### config.mk
export PLATFORM = sky130hd
export DESIGN_NAME = ext_irq_sense_ctrl
export DESIGN_NICKNAME = d
export VERILOG_FILES = /design/src/rtl/eisc_pkg.sv /design/src/rtl/eisc_sync.sv /design/src/rtl/eisc_detect.sv /design/src/rtl/eisc_pend.sv /design/src/rtl/eisc_regs.sv /design/src/rtl/ext_irq_sense_ctrl.sv
export SDC_FILE = /design/constraint.sdc
export NUM_CORES = 1
export LEC_CHECK = 0
export BUFFER_PORTS_ARGS = -buffer_cell sky130_fd_sc_hd__buf_2
export CAP_MARGIN = 25
export CORE_ASPECT_RATIO = 0.6
export CORE_MARGIN = 1
export CORE_UTILIZATION = 55
export DETAILED_ROUTE_END_ITERATION = 16
export GPL_TIMING_DRIVEN = 0
export PLACE_DENSITY = 0.79
export SYNTH_ARGS = -nofsm -noshare
export SYNTH_HDL_FRONTEND = slang
export SYNTH_HIERARCHICAL = 1
export SYNTH_SLANG_ARGS = --single-unit
### constraint.sdc
create_clock -name clk -period 4 [get_ports clk]
set_input_delay 0 -clock clk [delete_from_list [all_inputs] [get_ports clk]]
set_output_delay 0 -clock clk [all_outputs]
set_load 0.05 [all_outputs]
### src/rtl/eisc_pkg.sv
package eisc_pkg;

  typedef enum logic [1:0] {
    SENSE_LOW_LEVEL = 2'd0,
    SENSE_FALL      = 2'd1,
    SENSE_RISE      = 2'd2,
    SENSE_ANY_EDGE  = 2'd3
  } sense_e;

  localparam int unsigned REG_ADDR_W = 3;

  localparam logic [REG_ADDR_W-1:0] ADDR_NMI_CTRL = 3'd0;
  localparam logic [REG_ADDR_W-1:0] ADDR_SENSE    = 3'd2;
  localparam logic [REG_ADDR_W-1:0] ADDR_PEND     = 3'd4;

  localparam int unsigned NMI_LEVEL_POS = 15;
  localparam int unsigned NMI_EDGE_POS  = 8;
  localparam int unsigned NMI_PEND_POS  = 1;

  // Detection condition for one line from the current and previous sample.
  function automatic logic sense_match(input sense_e mode, input logic cur, input logic prev);
    logic hit;
    case (mode)
      SENSE_LOW_LEVEL: hit = ~cur;
      SENSE_FALL:      hit = prev & ~cur;
      SENSE_RISE:      hit = ~prev & cur;
      default:         hit = prev ^ cur;
    endcase
    return hit;
  endfunction

  // Edge condition for the non-maskable line: rise_sel=1 rising, 0 falling.
  function automatic logic nmi_match(input logic rise_sel, input logic cur, input logic prev);
    return rise_sel ? (~prev & cur) : (prev & ~cur);
  endfunction

  // Next pending state: a write of 0 clears, a new event always wins.
  function automatic logic pend_next(input logic pend, input logic wr, input logic keep,
                                     input logic evt);
    return (pend & (~wr | keep)) | evt;
  endfunction

endpackage

### src/rtl/eisc_sync.sv
module eisc_sync #(
  parameter int unsigned     WIDTH  = 9,
  parameter int unsigned     STAGES = 2,
  parameter logic [WIDTH-1:0] IDLE  = '1
) (
  input  logic             clk,
  input  logic             rst_n,
  input  logic [WIDTH-1:0] pin_i,
  output logic [WIDTH-1:0] cur_o,
  output logic [WIDTH-1:0] prev_o
);

  localparam int unsigned DEPTH = STAGES + 1;

  logic [WIDTH-1:0] pipe_q [DEPTH];

  always_ff @(posedge clk or negedge rst_n) begin
    if (!rst_n) begin
      pipe_q[0] <= IDLE;
    end else begin
      pipe_q[0] <= pin_i;
    end
  end

  // Remaining synchroniser stages plus the history stage used for edges.
  for (genvar s = 1; s < DEPTH; s++) begin : g_stage
    always_ff @(posedge clk or negedge rst_n) begin
      if (!rst_n) begin
        pipe_q[s] <= IDLE;
      end else begin
        pipe_q[s] <= pipe_q[s-1];
      end
    end
  end

  assign cur_o  = pipe_q[STAGES-1];
  assign prev_o = pipe_q[STAGES];

endmodule

### src/rtl/eisc_detect.sv
module eisc_detect
  import eisc_pkg::*;
#(
  parameter int unsigned N_LINES = 8,
  localparam int unsigned CFG_W  = 2 * N_LINES
) (
  input  logic [CFG_W-1:0]   sense_cfg_i,
  input  logic [N_LINES-1:0] cur_i,
  input  logic [N_LINES-1:0] prev_i,
  input  logic               nmi_rise_sel_i,
  input  logic               nmi_cur_i,
  input  logic               nmi_prev_i,
  output logic [N_LINES-1:0] evt_o,
  output logic               nmi_evt_o
);

  for (genvar i = 0; i < N_LINES; i++) begin : g_line
    assign evt_o[i] = sense_match(sense_e'(sense_cfg_i[2*i +: 2]), cur_i[i], prev_i[i]);
  end

  assign nmi_evt_o = nmi_match(nmi_rise_sel_i, nmi_cur_i, nmi_prev_i);

endmodule

### src/rtl/eisc_pend.sv
module eisc_pend
  import eisc_pkg::*;
#(
  parameter int unsigned W = 8
) (
  input  logic         clk,
  input  logic         rst_n,
  input  logic         wr_i,
  input  logic [W-1:0] keep_i,
  input  logic [W-1:0] evt_i,
  output logic [W-1:0] pend_o
);

  for (genvar b = 0; b < W; b++) begin : g_bit
    always_ff @(posedge clk or negedge rst_n) begin
      if (!rst_n) begin
        pend_o[b] <= 1'b0;
      end else begin
        pend_o[b] <= pend_next(pend_o[b], wr_i, keep_i[b], evt_i[b]);
      end
    end
  end

endmodule

### src/rtl/eisc_regs.sv
module eisc_regs
  import eisc_pkg::*;
#(
  parameter int unsigned N_LINES = 8,
  parameter int unsigned DATA_W  = 16,
  localparam int unsigned CFG_W  = 2 * N_LINES
) (
  input  logic                  clk,
  input  logic                  rst_n,
  input  logic                  sel_i,
  input  logic                  wr_i,
  input  logic [REG_ADDR_W-1:0] addr_i,
  input  logic [DATA_W-1:0]     wdata_i,
  input  logic [N_LINES-1:0]    pend_i,
  input  logic                  nmi_pend_i,
  input  logic                  nmi_level_i,
  output logic [DATA_W-1:0]     rdata_o,
  output logic [CFG_W-1:0]      sense_q_o,
  output logic                  nmi_rise_q_o,
  output logic                  wr_sense_stb_o,
  output logic                  wr_pend_stb_o,
  output logic                  wr_nmi_stb_o
);

  logic wr_any;

  assign wr_any         = sel_i & wr_i;
  assign wr_sense_stb_o = wr_any & (addr_i == ADDR_SENSE);
  assign wr_pend_stb_o  = wr_any & (addr_i == ADDR_PEND);
  assign wr_nmi_stb_o   = wr_any & (addr_i == ADDR_NMI_CTRL);

  always_ff @(posedge clk or negedge rst_n) begin
    if (!rst_n) begin
      sense_q_o    <= '0;
      nmi_rise_q_o <= 1'b0;
    end else begin
      if (wr_sense_stb_o) begin
        sense_q_o <= wdata_i[CFG_W-1:0];
      end
      if (wr_nmi_stb_o) begin
        nmi_rise_q_o <= wdata_i[NMI_EDGE_POS];
      end
    end
  end

  always_comb begin
    rdata_o = '0;
    case (addr_i)
      ADDR_NMI_CTRL: begin
        rdata_o[NMI_LEVEL_POS] = nmi_level_i;
        rdata_o[NMI_EDGE_POS]  = nmi_rise_q_o;
        rdata_o[NMI_PEND_POS]  = nmi_pend_i;
      end
      ADDR_SENSE: rdata_o[CFG_W-1:0]   = sense_q_o;
      ADDR_PEND:  rdata_o[N_LINES-1:0] = pend_i;
      default:    rdata_o = '0;
    endcase
  end

endmodule

### src/rtl/ext_irq_sense_ctrl.sv
module ext_irq_sense_ctrl
  import eisc_pkg::*;
#(
  parameter int unsigned N_LINES     = 8,
  parameter int unsigned DATA_W      = 16,
  parameter int unsigned SYNC_STAGES = 2
) (
  input  logic                  clk,
  input  logic                  rst_n,
  input  logic [N_LINES-1:0]    irq_pin_i,
  input  logic                  nmi_pin_i,
  input  logic                  reg_sel_i,
  input  logic                  reg_wr_i,
  input  logic [REG_ADDR_W-1:0] reg_addr_i,
  input  logic [DATA_W-1:0]     reg_wdata_i,
  output logic [DATA_W-1:0]     reg_rdata_o,
  output logic [N_LINES-1:0]    irq_req_o,
  output logic                  nmi_req_o
);

  localparam int unsigned SYNC_W = N_LINES + 1;
  localparam int unsigned CFG_W  = 2 * N_LINES;

  // Named internal events, also observed by the bound checker.
  logic [SYNC_W-1:0]  sync_cur;
  logic [SYNC_W-1:0]  sync_prev;
  logic [N_LINES-1:0] irq_evt;
  logic               nmi_evt;
  logic [CFG_W-1:0]   sense_q;
  logic               nmi_rise_q;
  logic               wr_sense_stb;
  logic               wr_pend_stb;
  logic               wr_nmi_stb;
  logic [N_LINES-1:0] irq_pend;
  logic [0:0]         nmi_pend;

  eisc_sync #(
    .WIDTH (SYNC_W),
    .STAGES(SYNC_STAGES),
    .IDLE  ({SYNC_W{1'b1}})
  ) u_sync (
    .clk   (clk),
    .rst_n (rst_n),
    .pin_i ({nmi_pin_i, irq_pin_i}),
    .cur_o (sync_cur),
    .prev_o(sync_prev)
  );

  eisc_detect #(
    .N_LINES(N_LINES)
  ) u_detect (
    .sense_cfg_i   (sense_q),
    .cur_i         (sync_cur[N_LINES-1:0]),
    .prev_i        (sync_prev[N_LINES-1:0]),
    .nmi_rise_sel_i(nmi_rise_q),
    .nmi_cur_i     (sync_cur[N_LINES]),
    .nmi_prev_i    (sync_prev[N_LINES]),
    .evt_o         (irq_evt),
    .nmi_evt_o     (nmi_evt)
  );

  eisc_pend #(
    .W(N_LINES)
  ) u_pend_irq (
    .clk   (clk),
    .rst_n (rst_n),
    .wr_i  (wr_pend_stb),
    .keep_i(reg_wdata_i[N_LINES-1:0]),
    .evt_i (irq_evt),
    .pend_o(irq_pend)
  );

  eisc_pend #(
    .W(1)
  ) u_pend_nmi (
    .clk   (clk),
    .rst_n (rst_n),
    .wr_i  (wr_nmi_stb),
    .keep_i(reg_wdata_i[NMI_PEND_POS]),
    .evt_i (nmi_evt),
    .pend_o(nmi_pend)
  );

  eisc_regs #(
    .N_LINES(N_LINES),
    .DATA_W (DATA_W)
  ) u_regs (
    .clk           (clk),
    .rst_n         (rst_n),
    .sel_i         (reg_sel_i),
    .wr_i          (reg_wr_i),
    .addr_i        (reg_addr_i),
    .wdata_i       (reg_wdata_i),
    .pend_i        (irq_pend),
    .nmi_pend_i    (nmi_pend[0]),
    .nmi_level_i   (sync_cur[N_LINES]),
    .rdata_o       (reg_rdata_o),
    .sense_q_o     (sense_q),
    .nmi_rise_q_o  (nmi_rise_q),
    .wr_sense_stb_o(wr_sense_stb),
    .wr_pend_stb_o (wr_pend_stb),
    .wr_nmi_stb_o  (wr_nmi_stb)
  );

  assign irq_req_o = irq_pend;
  assign nmi_req_o = nmi_pend[0];

endmodule

### Yosys cells after proc, flatten, opt, wreduce, memory -nomap -nowiden

Cells that the tools add are included.

| operators by class | value |
|---|---|
| equal/unequal tests | 18 |
| mux-type cells | 15 |
| bitwise logic cells | 77 |
| reduce and logical (&&, ||, !) cells | 9 |

Operators by type and width:

| kind | count |
|---|---|
| AND 1 bit | 31 |
| one-hot mux 1 bit (3 select lines) | 9 |
| inverter 1 bit | 20 |
| bitwise OR 1 bit | 18 |
| == test 2 x 1 -> 1 bit (second input constant) | 8 |
| == test 2 bit (second input constant) | 8 |
| logical NOT 2 bit | 8 |
| one-hot mux 6 bit (2 select lines) | 1 |
| bitwise XOR 1 bit | 8 |
| 2-to-1 mux 6 bit | 1 |
| one-hot mux 1 bit (2 select lines) | 3 |
| == test 3 x 2 -> 1 bit (second input constant) | 1 |
| == test 3 bit (second input constant) | 1 |
| logical NOT 3 bit | 1 |
| 2-to-1 mux 1 bit | 1 |

| word-level totals | value |
|---|---|
| register bits | 53 |
| input port bits | 32 |
| output and inout bits | 25 |
| logic and storage cells | 133 |

### Logic depth before layout (Yosys ltp)

Gate-level depths: netlist of the first run.

| logic depth | value |
|---|---|
| word-level depth | 6 |
| depth in mapped cells | 6 |
| gate-level depth less buffers | 5 |

### Hierarchy

The synthesis of the first run kept the hierarchy.

By module, submodules not included:

| module | times used | cells each | area an instance (um2) | seq. area each (um2) |
|---|---|---|---|---|
| eisc_regs | 1 | 76 | 933.4 | 425.4 |
| eisc_sync | 1 | 45 | 844.6 | 709.4 |
| eisc_detect | 1 | 51 | 486.7 | 0.0 |
| eisc_pend at u_pend_irq | 1 | 24 | 310.3 | 200.2 |
| eisc_pend at u_pend_nmi | 1 | 3 | 38.8 | 25.0 |

### Worst setup path after synthesis of the first run

Ideal clock, no wire load.

| timing path | value |
|---|---|
| kind | flip-flop to output port |
| from | reg u_pend_irq.pend_o[1] |
| to | out reg_rdata_o[1] |
| arrival time | 1.795 ns |
| required time | 4.000 ns |
| setup slack | 2.205 ns |
| stages on the path, launching flop included | 4 |
| path buffers | 0 |
| cells stage by stage | dfrtp_1 -> mux2i_1 -> or2_2 -> a21oi_1 |

| between the ends | value |
|---|---|
| longest elaborated chain between the ends | 1 |

RTL lines:

| item | line | text |
|---|---|---|
| start, declared | eisc_pend.sv:11 | `output logic [W-1:0] pend_o` |
| start signal, assigned by index | eisc_pend.sv:19 | `pend_o[b] <= pend_next(pend_o[b], wr_i, keep_i[b], evt_i[b]);` |
| one-hot mux 1 bit (3 select lines) | eisc_regs.sv:48 | `case (addr_i)` |
| end, declared | ext_irq_sense_ctrl.sv:16 | `output logic [DATA_W-1:0] reg_rdata_o,` |

Every way passes these cells.

### Worst setup path in the final report of the first run

| timing path | value |
|---|---|
| from | reg u_sync.pipe_q (netlist bit u_sync/cur_o[1]) |
| to | reg u_pend_irq.pend_o[1] |

| between the ends | value |
|---|---|
| longest elaborated chain between the ends | 4 |
| elaborated cells on any way between the ends | 6 |
| those cells by class | 1 x mux; 5 x bitwise |

RTL lines:

| item | line | text |
|---|---|---|
| start, declared | eisc_sync.sv:15 | `logic [WIDTH-1:0] pipe_q [DEPTH];` |
| start signal, assigned by index | eisc_sync.sv:31 | `pipe_q[s] <= pipe_q[s-1];` |
| inverter 1 bit | eisc_pkg.sv:24, eisc_pkg.sv:25 |  |
| AND 1 bit | eisc_pkg.sv:25 | `SENSE_FALL: hit = prev & ~cur;` |
| one-hot mux 1 bit (3 select lines) (*) | eisc_pkg.sv:23 | `case (mode)` |
| named net irq_evt[1] | ext_irq_sense_ctrl.sv:27 | `logic [N_LINES-1:0] irq_evt;` |
| bitwise OR 1 bit (*) | eisc_pkg.sv:40 | `return (pend & (~wr \| keep)) \| evt;` |

Mark *: on every way through the listed nets, which the timed path passes. The rest lies on a longest branch.
A chain may end at the register's enable or synchronous reset.

==> results of run 1 <==
-- worst paths after layout --
check / to / slack (ns) / cells after the start
max: u_pend_irq/pend_o[1] / 2.24 / 6
min: u_pend_nmi/pend_o / 0.09 / 4
max reg2reg: u_pend_irq/pend_o[1] / 2.24 / 6
min reg2reg: u_sync/cur_o[6] / 0.36 / 0
max in group asynchronous: u_sync/prev_o[7] / 3.21 / 3
min in group asynchronous: u_pend_irq/pend_o[2] / 0.18 / 2
-- metrics by stage --
step,setup WS [ns],std cells,power (W),cell area [um2],hold slack [ns]
after floorplan,2.21,199,0.000846,2610,-0.296
after global placement,1.74,317,0.000911,2970,0.105
after global routing,2.17,352,0.00130,3340,0.0915
after CTS,2.24,352,0.00124,3340,0.0705
final,2.24,352,0.00123,3340,0.0945
after detailed placement,2.27,318,0.000925,2990,-0.00907
-- flip-flops by register name, indices dropped and copies added, names as in the netlist --
| signal | count |
|---|---|
| u_pend_irq/pend_o | 8 |
| u_pend_nmi/pend_o | 1 |
| u_regs/nmi_rise_q_o | 1 |
| u_regs/sense_q_o | 16 |
| u_sync/cur_o | 9 |
| u_sync/pipe_q | 9 |
| u_sync/prev_o | 9 |
-- worst min-delay path, cell delays in order --
cell and delay, ns:
buf_6 0.11, nor4_1 0.08, nand2b_1 0.07, a21o_1 0.10
-- timing repair --
action | CTS | global route
hold buffers | 26 | 0
endpoints found under the hold margin | 46 | 0
resized for setup | 0 | 0
-- logic make-up after synthesis --
kind of cell	after synthesis	share of synthesized area [%]
AOI/OAI and AO/OA	18	5.03
adders and majority gates	16	7.66
buffers and inverters	49	10.8
DFF	53	52.0
muxes	28	16.7
and+or+nand+nor	35	7.80
-- per-layer routing --
layer  vias to the layer above  wire, um
met5                         -         0
met2                        41      2430
met1                       831      2380
met3                         2       218
met4                         0         9
li1                        823         -
-- area by class of cell --
type	instances	share of cell area, %
flip-flops and latches	53	40.7
multi-input cells	97	29.2
repair buffers	82	16.6
plain buffers	25	5.77
inverters	24	2.70
well taps	63	2.36
clock buffers	6	2.17
clock inverters	2	0.449
-- cells in the mapped netlist (all sizes together) --
| library cell | number |
|---|---|
| and4 | 1 |
| a21oi | 1 |
| nand2 | 3 |
| dfstp | 27 |
| dfrtp | 26 |
| mux2 | 17 |
| a22oi | 7 |
| nor2 | 8 |
| a21o | 9 |
| ha | 16 |
| and3 | 6 |
| o22ai | 1 |
| clkbuf | 4 |
| nor2b | 2 |
| or2 | 1 |
| nand2b | 10 |
| mux4 | 8 |
| mux2i | 3 |
| nor4b | 1 |
| nor3 | 2 |
| inv | 24 |
| buf | 21 |
| nor4 | 1 |
-- power by group --
group	internal [W]	switching, W	leakage (nW)
clock network	0.000124	0.000170	0.0374
registers	0.000605	0.0000485	0.573
logic	0.000152	0.000129	0.991
total	0.000881	0.000348	1.60
==> summary.md, run 1 <==
| Metric | Value |
|---|---|
| PortBufs | 55 |
| VDD IR max | 0.215 mV |
| I/O pins | 57 |
| Most frequent cells in the layout | 55 x buf_2, 27 x dfstp_2, 26 x dlygate4sd3_1, 26 x dfrtp_1, 24 x inv_1 |
| Mapped Cells | 199 |
| P_leak | 1.60 nW |
| Util after Layout | 73.2% |
| Share of cells above drive strength 1 | 48.4% |
| Setup TNS Final | 0 ns |
| Dominant cells by area after synthesis | dfstp_2 27%, dfrtp_1 25%, ha_1 7.7%, mux4_2 6.9%, buf_4 5.2% |
| CTS clk-pin slew, worst paths | 0.09 ns |
| Met3 usage | 4.55% |
| Die W | 91.0 um |
| Routed length per instance | 14.3 um |
| Clock Path Buffers | 2 |
| Largest net degree at the start of global routing | 34 |
| Grt peak-use layer | met2 |
| Post-CTS Setup Inserts | 0 |
| Fillers | 315 |
| Clock sinks | 53 |
| Post-synth top area share | 27.1% |
| CP required | 4.20 ns |
| Seq/Total Area, Yosys | 52.0% |
| Avg Cell Area, Syn | 13.1 um2 |
| Register bit total from synthesis | 53 |
| Setup violations, final | 0 |
| Total wire length | 5.04 mm |
| Detailed Route Iter0 Violations | 36 |
| Worst setup SP type | register |
| DIE HEIGHT | 55.4 um |
| Row cnt | 19 |
| Worst Hold Launch | reg_addr_i[2] |
| NumNets Final | 336 |
| Crit. Startpoint | u_sync/cur_o[1] |
| WP data arrival | 1.96 ns |
| Vias in the first global route | 1755 |
| DR vias/cell | 4.82 |
| Synthesized Nets | 247 |
| GRT Resource Usage Total | 22.0% |
| Top delay family on crit path | flip-flops |
| Crit path capture type | register |
| Critical-path maximum fanout | 2 |
| CP bufs+invs | 3 |
| Unrepaired setup endpoints after global routing | no |
| HPWL reported at the end of detailed placement | 3.58 mm |
| WS Path Type | register to register |
| GRT overflow | 0 |
| Antenna-violating nets left | 0 |
| # DRC | 0 |
| Core ar. | 0.00456 mm2 |
| GRT met1 Usage | 31.4% |
| Most common cell after layout, fill and taps aside | buf_2 |
| Final slew viol count | 0 |
| HP Class | primary input to register |
| Via Count | 1697 |
| Least-Margin Pin Slew | 0.890 ns |
| Status | completed |
| Clk_skew | 0.00785 ns |
| Multi-input logic area | 977 um2 |
| PD cells | 368 mW/mm2 |
| H-tree Lvls | 2 |
| Launch point of the worst reg-to-reg path | u_sync/cur_o[1] |
| Most used cell, CP | inv_1 |
| Synth Cell Area | 0.00261 mm2 |
| Seq. cell area | 0.00136 mm2 |
| CP Cell Sequence | buf_4 -> inv_1 -> ha_1 -> inv_1 -> mux4_2 -> a21o_1 |
| Max Cap Viol | 0 |
| P&R area growth vs syn | 27.9% |
| Die area | 0.00504 mm2 |
| Clk Latency, worst-skew pair | 0.30 ns |
| Detailed Routing Iterations Pass 1 | 4 |
| F_max | 568 MHz |
| Initial antenna violation count | 0 |
| Synth area leader | dfstp_2 |
| Worst relative slew slack | 40.5% |
| First-pass GRT wire length | 8.40 mm |
| Total CTS buffers | 5 |
| Antenna Cells | 0 |
| Min Tclk post-route | 1.76 ns |
| Worst path max stage delay | 0.54 ns |
| Worst-path cell with the longest stage delay | dfstp_2 |
| Final hold vios | 0 |
| Met2 Use GR | 35.4% |
| Final worst-path cycle share | 44.0% |
| CTS Root Cell | clkbuf_8 |
| CTS tree | done |
| Yosys cell types | 27 |
| RD Place Congestion | 0.762 |
| Initial core utilization | 57.3% |
| Yosys Warn Count | 6 |
No activity file was read; power rests on OpenSTA's default activity.
==> inputs of run 2 (changes only) <==
Settings changed: CORE_UTILIZATION 55 to 54, PLACE_DENSITY 0.79 to 0.77.
Clock period 4 ns to 1.7 ns, I/O delays scaled along.
==> summary.md, run 2 (synthesized netlist as in run 1, its figures left out) <==
| Metric | Value |
|---|---|
| Status | completed |
| Clk_skew | 0.00760 ns (-0.000248 ns) |
| Initial antenna violation count | 0 (unchanged) |
| Clk Latency, worst-skew pair | 0.31 ns (about the same) |
| I/O pins | 57 (unchanged) |
| GRT Resource Usage Total | 21.3% (-0.71 points) |
| R2r setup slk | 0.03 ns (-2.21 ns) |
| PortBufs | 55 (unchanged) |
| First-pass GRT wire length | 8.11 mm (-3.4%) |
| Crit path capture type | register |
| Unrepaired setup endpoints after global routing | yes |
| WHS | 0.0860 ns (-0.00847 ns) |
| Max Cap Viol | 0 (unchanged) |
| Clock share of power | 25.9% (+2.0 points) |
| Least-Margin Pin Slew | 0.970 ns (+0.0796 ns) |
| WP data arrival | 1.87 ns (-0.09 ns) |
| F_max | 599 MHz (+5.4%) |
| Most frequent cells in the layout | 55 x buf_2, 27 x dfstp_2, 26 x dlygate4sd3_1, 26 x dfrtp_1, 20 x inv_1 |
| CTS tree | done |
| DIE HEIGHT | 55.9 um (+0.88%) |
| Most flops, register | u_regs/sense_q_o |
| Min Tclk post-route | 1.67 ns (-0.0903 ns) |
| Initial core utilization | 56.7% (-0.59 points) |
| Antenna Cells | 0 (unchanged) |
| Worst setup SP type | register |
| GRT overflow | 0 (unchanged) |
| HP Class | primary input to register |
| Total wire length | 4.95 mm (-1.8%) |
| CTS Root Cell | clkbuf_8 |
| Die W | 91.8 um (+0.90%) |
| Final worst-path cycle share | 98.3% (+54 points) |
| DR vias/cell | 4.84 (+0.30%) |
| Largest net degree at the start of global routing | 43 (+26%) |
| Final hold vios | 0 (unchanged) |
| Worst relative slew slack | 35.2% (-5.3 points) |
| Critical-path maximum fanout | 2 (unchanged) |
| Combinational Power Share | 22.1% (-0.8 points) |
| Worst Hold Launch | reg_addr_i[1] |
| Net Sw Frac | 27.4% (-0.90 points) |
| Antenna-violating nets left | 0 (unchanged) |
| PD cells | 883 mW/mm2 (+140%) |
| Area post-placement | 0.00300 mm2 (+0.29%) |
| Design Area, Final | 0.00335 mm2 (+0.26%) |
| Reg2reg end | u_pend_irq/pend_o[6] |
| HPWL reported at the end of detailed placement | 3.41 mm (-4.6%) |
| Hold Path Depth | 4 (unchanged) |
| P_leak | 1.59 nW (-0.85%) |
| Switching Power | 0.000811 W (+130%) |
| Most common cell after layout, fill and taps aside | buf_2 |
| H-tree Lvls | 2 (unchanged) |
| # DRC | 0 (unchanged) |
| VDD IR max | 0.644 mV (+200%) |
| Detailed Route Iter0 Violations | 49 (+36%) |
| Clock Path Buffers | 2 (unchanged) |
| NumNets Final | 330 (-1.8%) |
| Setup violations, final | 0 (unchanged) |
| P&R area growth vs syn | 28.2% |
| Detailed Routing Iterations Pass 1 | 4 (unchanged) |
| Vias in the first global route | 1718 (-2.1%) |
| Worst reg2reg path depth | 6 (unchanged) |
| Hold endpoint | u_pend_nmi/pend_o |
| Share of cells above drive strength 1 | 50.5% (+2.1 points) |
| Via Count | 1673 (-1.4%) |
| CP required | 1.90 ns (-2.30 ns) |
| CTS clk-pin slew, worst paths | 0.09 ns (about the same) |
| Row cnt | 19 (unchanged) |
| WS Path Type | register to register |
| Max reg flops | 16 (unchanged) |
| Die area | 0.00513 mm2 (+1.8%) |
| Routed length per instance | 14.3 um (about the same) |
| Pint | 0.00215 W (+140%) |
| Clock sinks | 53 (unchanged) |
| Core ar. | 0.00461 mm2 (+1.0%) |
| Total CTS buffers | 5 (unchanged) |
| RD Place Congestion | 0.745 (-2.2%) |
| Launch point of the worst reg-to-reg path | u_sync/cur_o[6] |
| Final slew viol count | 0 (unchanged) |
| Flop pwr share | 52.0% (-1.2 points) |
## run 2: cell count changes in the layout (fill, tap and decap cells not counted), moves of 2 or more
cell / before / now
inv_1: 24 / 20
ha_1: 16 / 14
inv_2: 0 / 3
clkbuf_8: 5 / 7
clkinvlp_4: 2 / 0
ha_4: 0 / 2
buf_4: 18 / 11
## run 2: worst max-delay path by stage
stage,startpoint,end,slack [ns]
final,u_sync/cur_o[6],u_pend_irq/pend_o[6],0.03
after global routing,u_sync/cur_o[6],u_pend_irq/pend_o[6],-0.02
after CTS,u_sync/cur_o[6],u_pend_irq/pend_o[6],0.006
after detailed placement,reg_addr_i[1],u_pend_irq/pend_o[6],-0.06
after global placement,reg_addr_i[1],u_pend_irq/pend_o[3],-0.57
after floorplan,u_sync/cur_o[0],u_pend_irq/pend_o[0],0.06
## run 2: what timing repair did
action                                  4_1_cts  5_1_grt
gates resized for setup                       0        8
hold buffers                                 26        0
gates cloned                                  0        0
buffers inserted                              0        1
hold endpoints to repair                     63        0
endpoints found under the setup margin        6        5
pin swaps                                     3        1
## run 2: cell type report
cell class,instances,area (um2)
repair buffers,83,563
clock buffers,7,96.3
inverters,24,92.6
plain buffers,18,144
clock inverters,1,5.00
multi-input cells,97,1010
well taps,63,78.8
fillers,344,1260
flip-flops and latches,53,1360
## run 2: worst max-delay path, stage by stage, from the launching register on
cell and delay [ns]:
dfstp_2 0.55, buf_6 0.10, inv_4 0.03, ha_4 0.25, inv_2 0.02, mux4_2 0.44
a21o_1 0.17
## run 2: through the flow
stage	cells	utilization [%]	power, W	TNS [ns]	setup WS, ns
final	346	72.7	0.00296	0	0.0295
after global routing	346	72.7	0.00311	-0.0230	-0.0230
after CTS	346	72.0	0.00299	0	0.00600
after detailed placement	318	65.1	0.00217	-0.148	-0.0649
after global placement	317	64.5	0.00215	-4.36	-0.568
after floorplan	199	-	0.00199	0	0.0643
## run 2: layer usage
metal  wire length (um)  part of all wire (%)  track usage (%)  vias to the layer above
li1                   -                     -                -                      814
met1               2370                    48             29.1                      806
met2               2260                    46             33.6                       43
met3                227                   4.6             4.92                       10
met4                 91                   1.8             8.04                        0
met5                  0                     0                0                        -
## run 2: power by group through the flow
stage                     registers, W  logic, W  clock network [W]
after floorplan                0.00156  0.000434                  0
after global placement         0.00155  0.000594                  0
after detailed placement       0.00156  0.000615                  0
after CTS                      0.00154  0.000649           0.000797
after global routing           0.00156  0.000707           0.000839
final                          0.00154  0.000654           0.000765
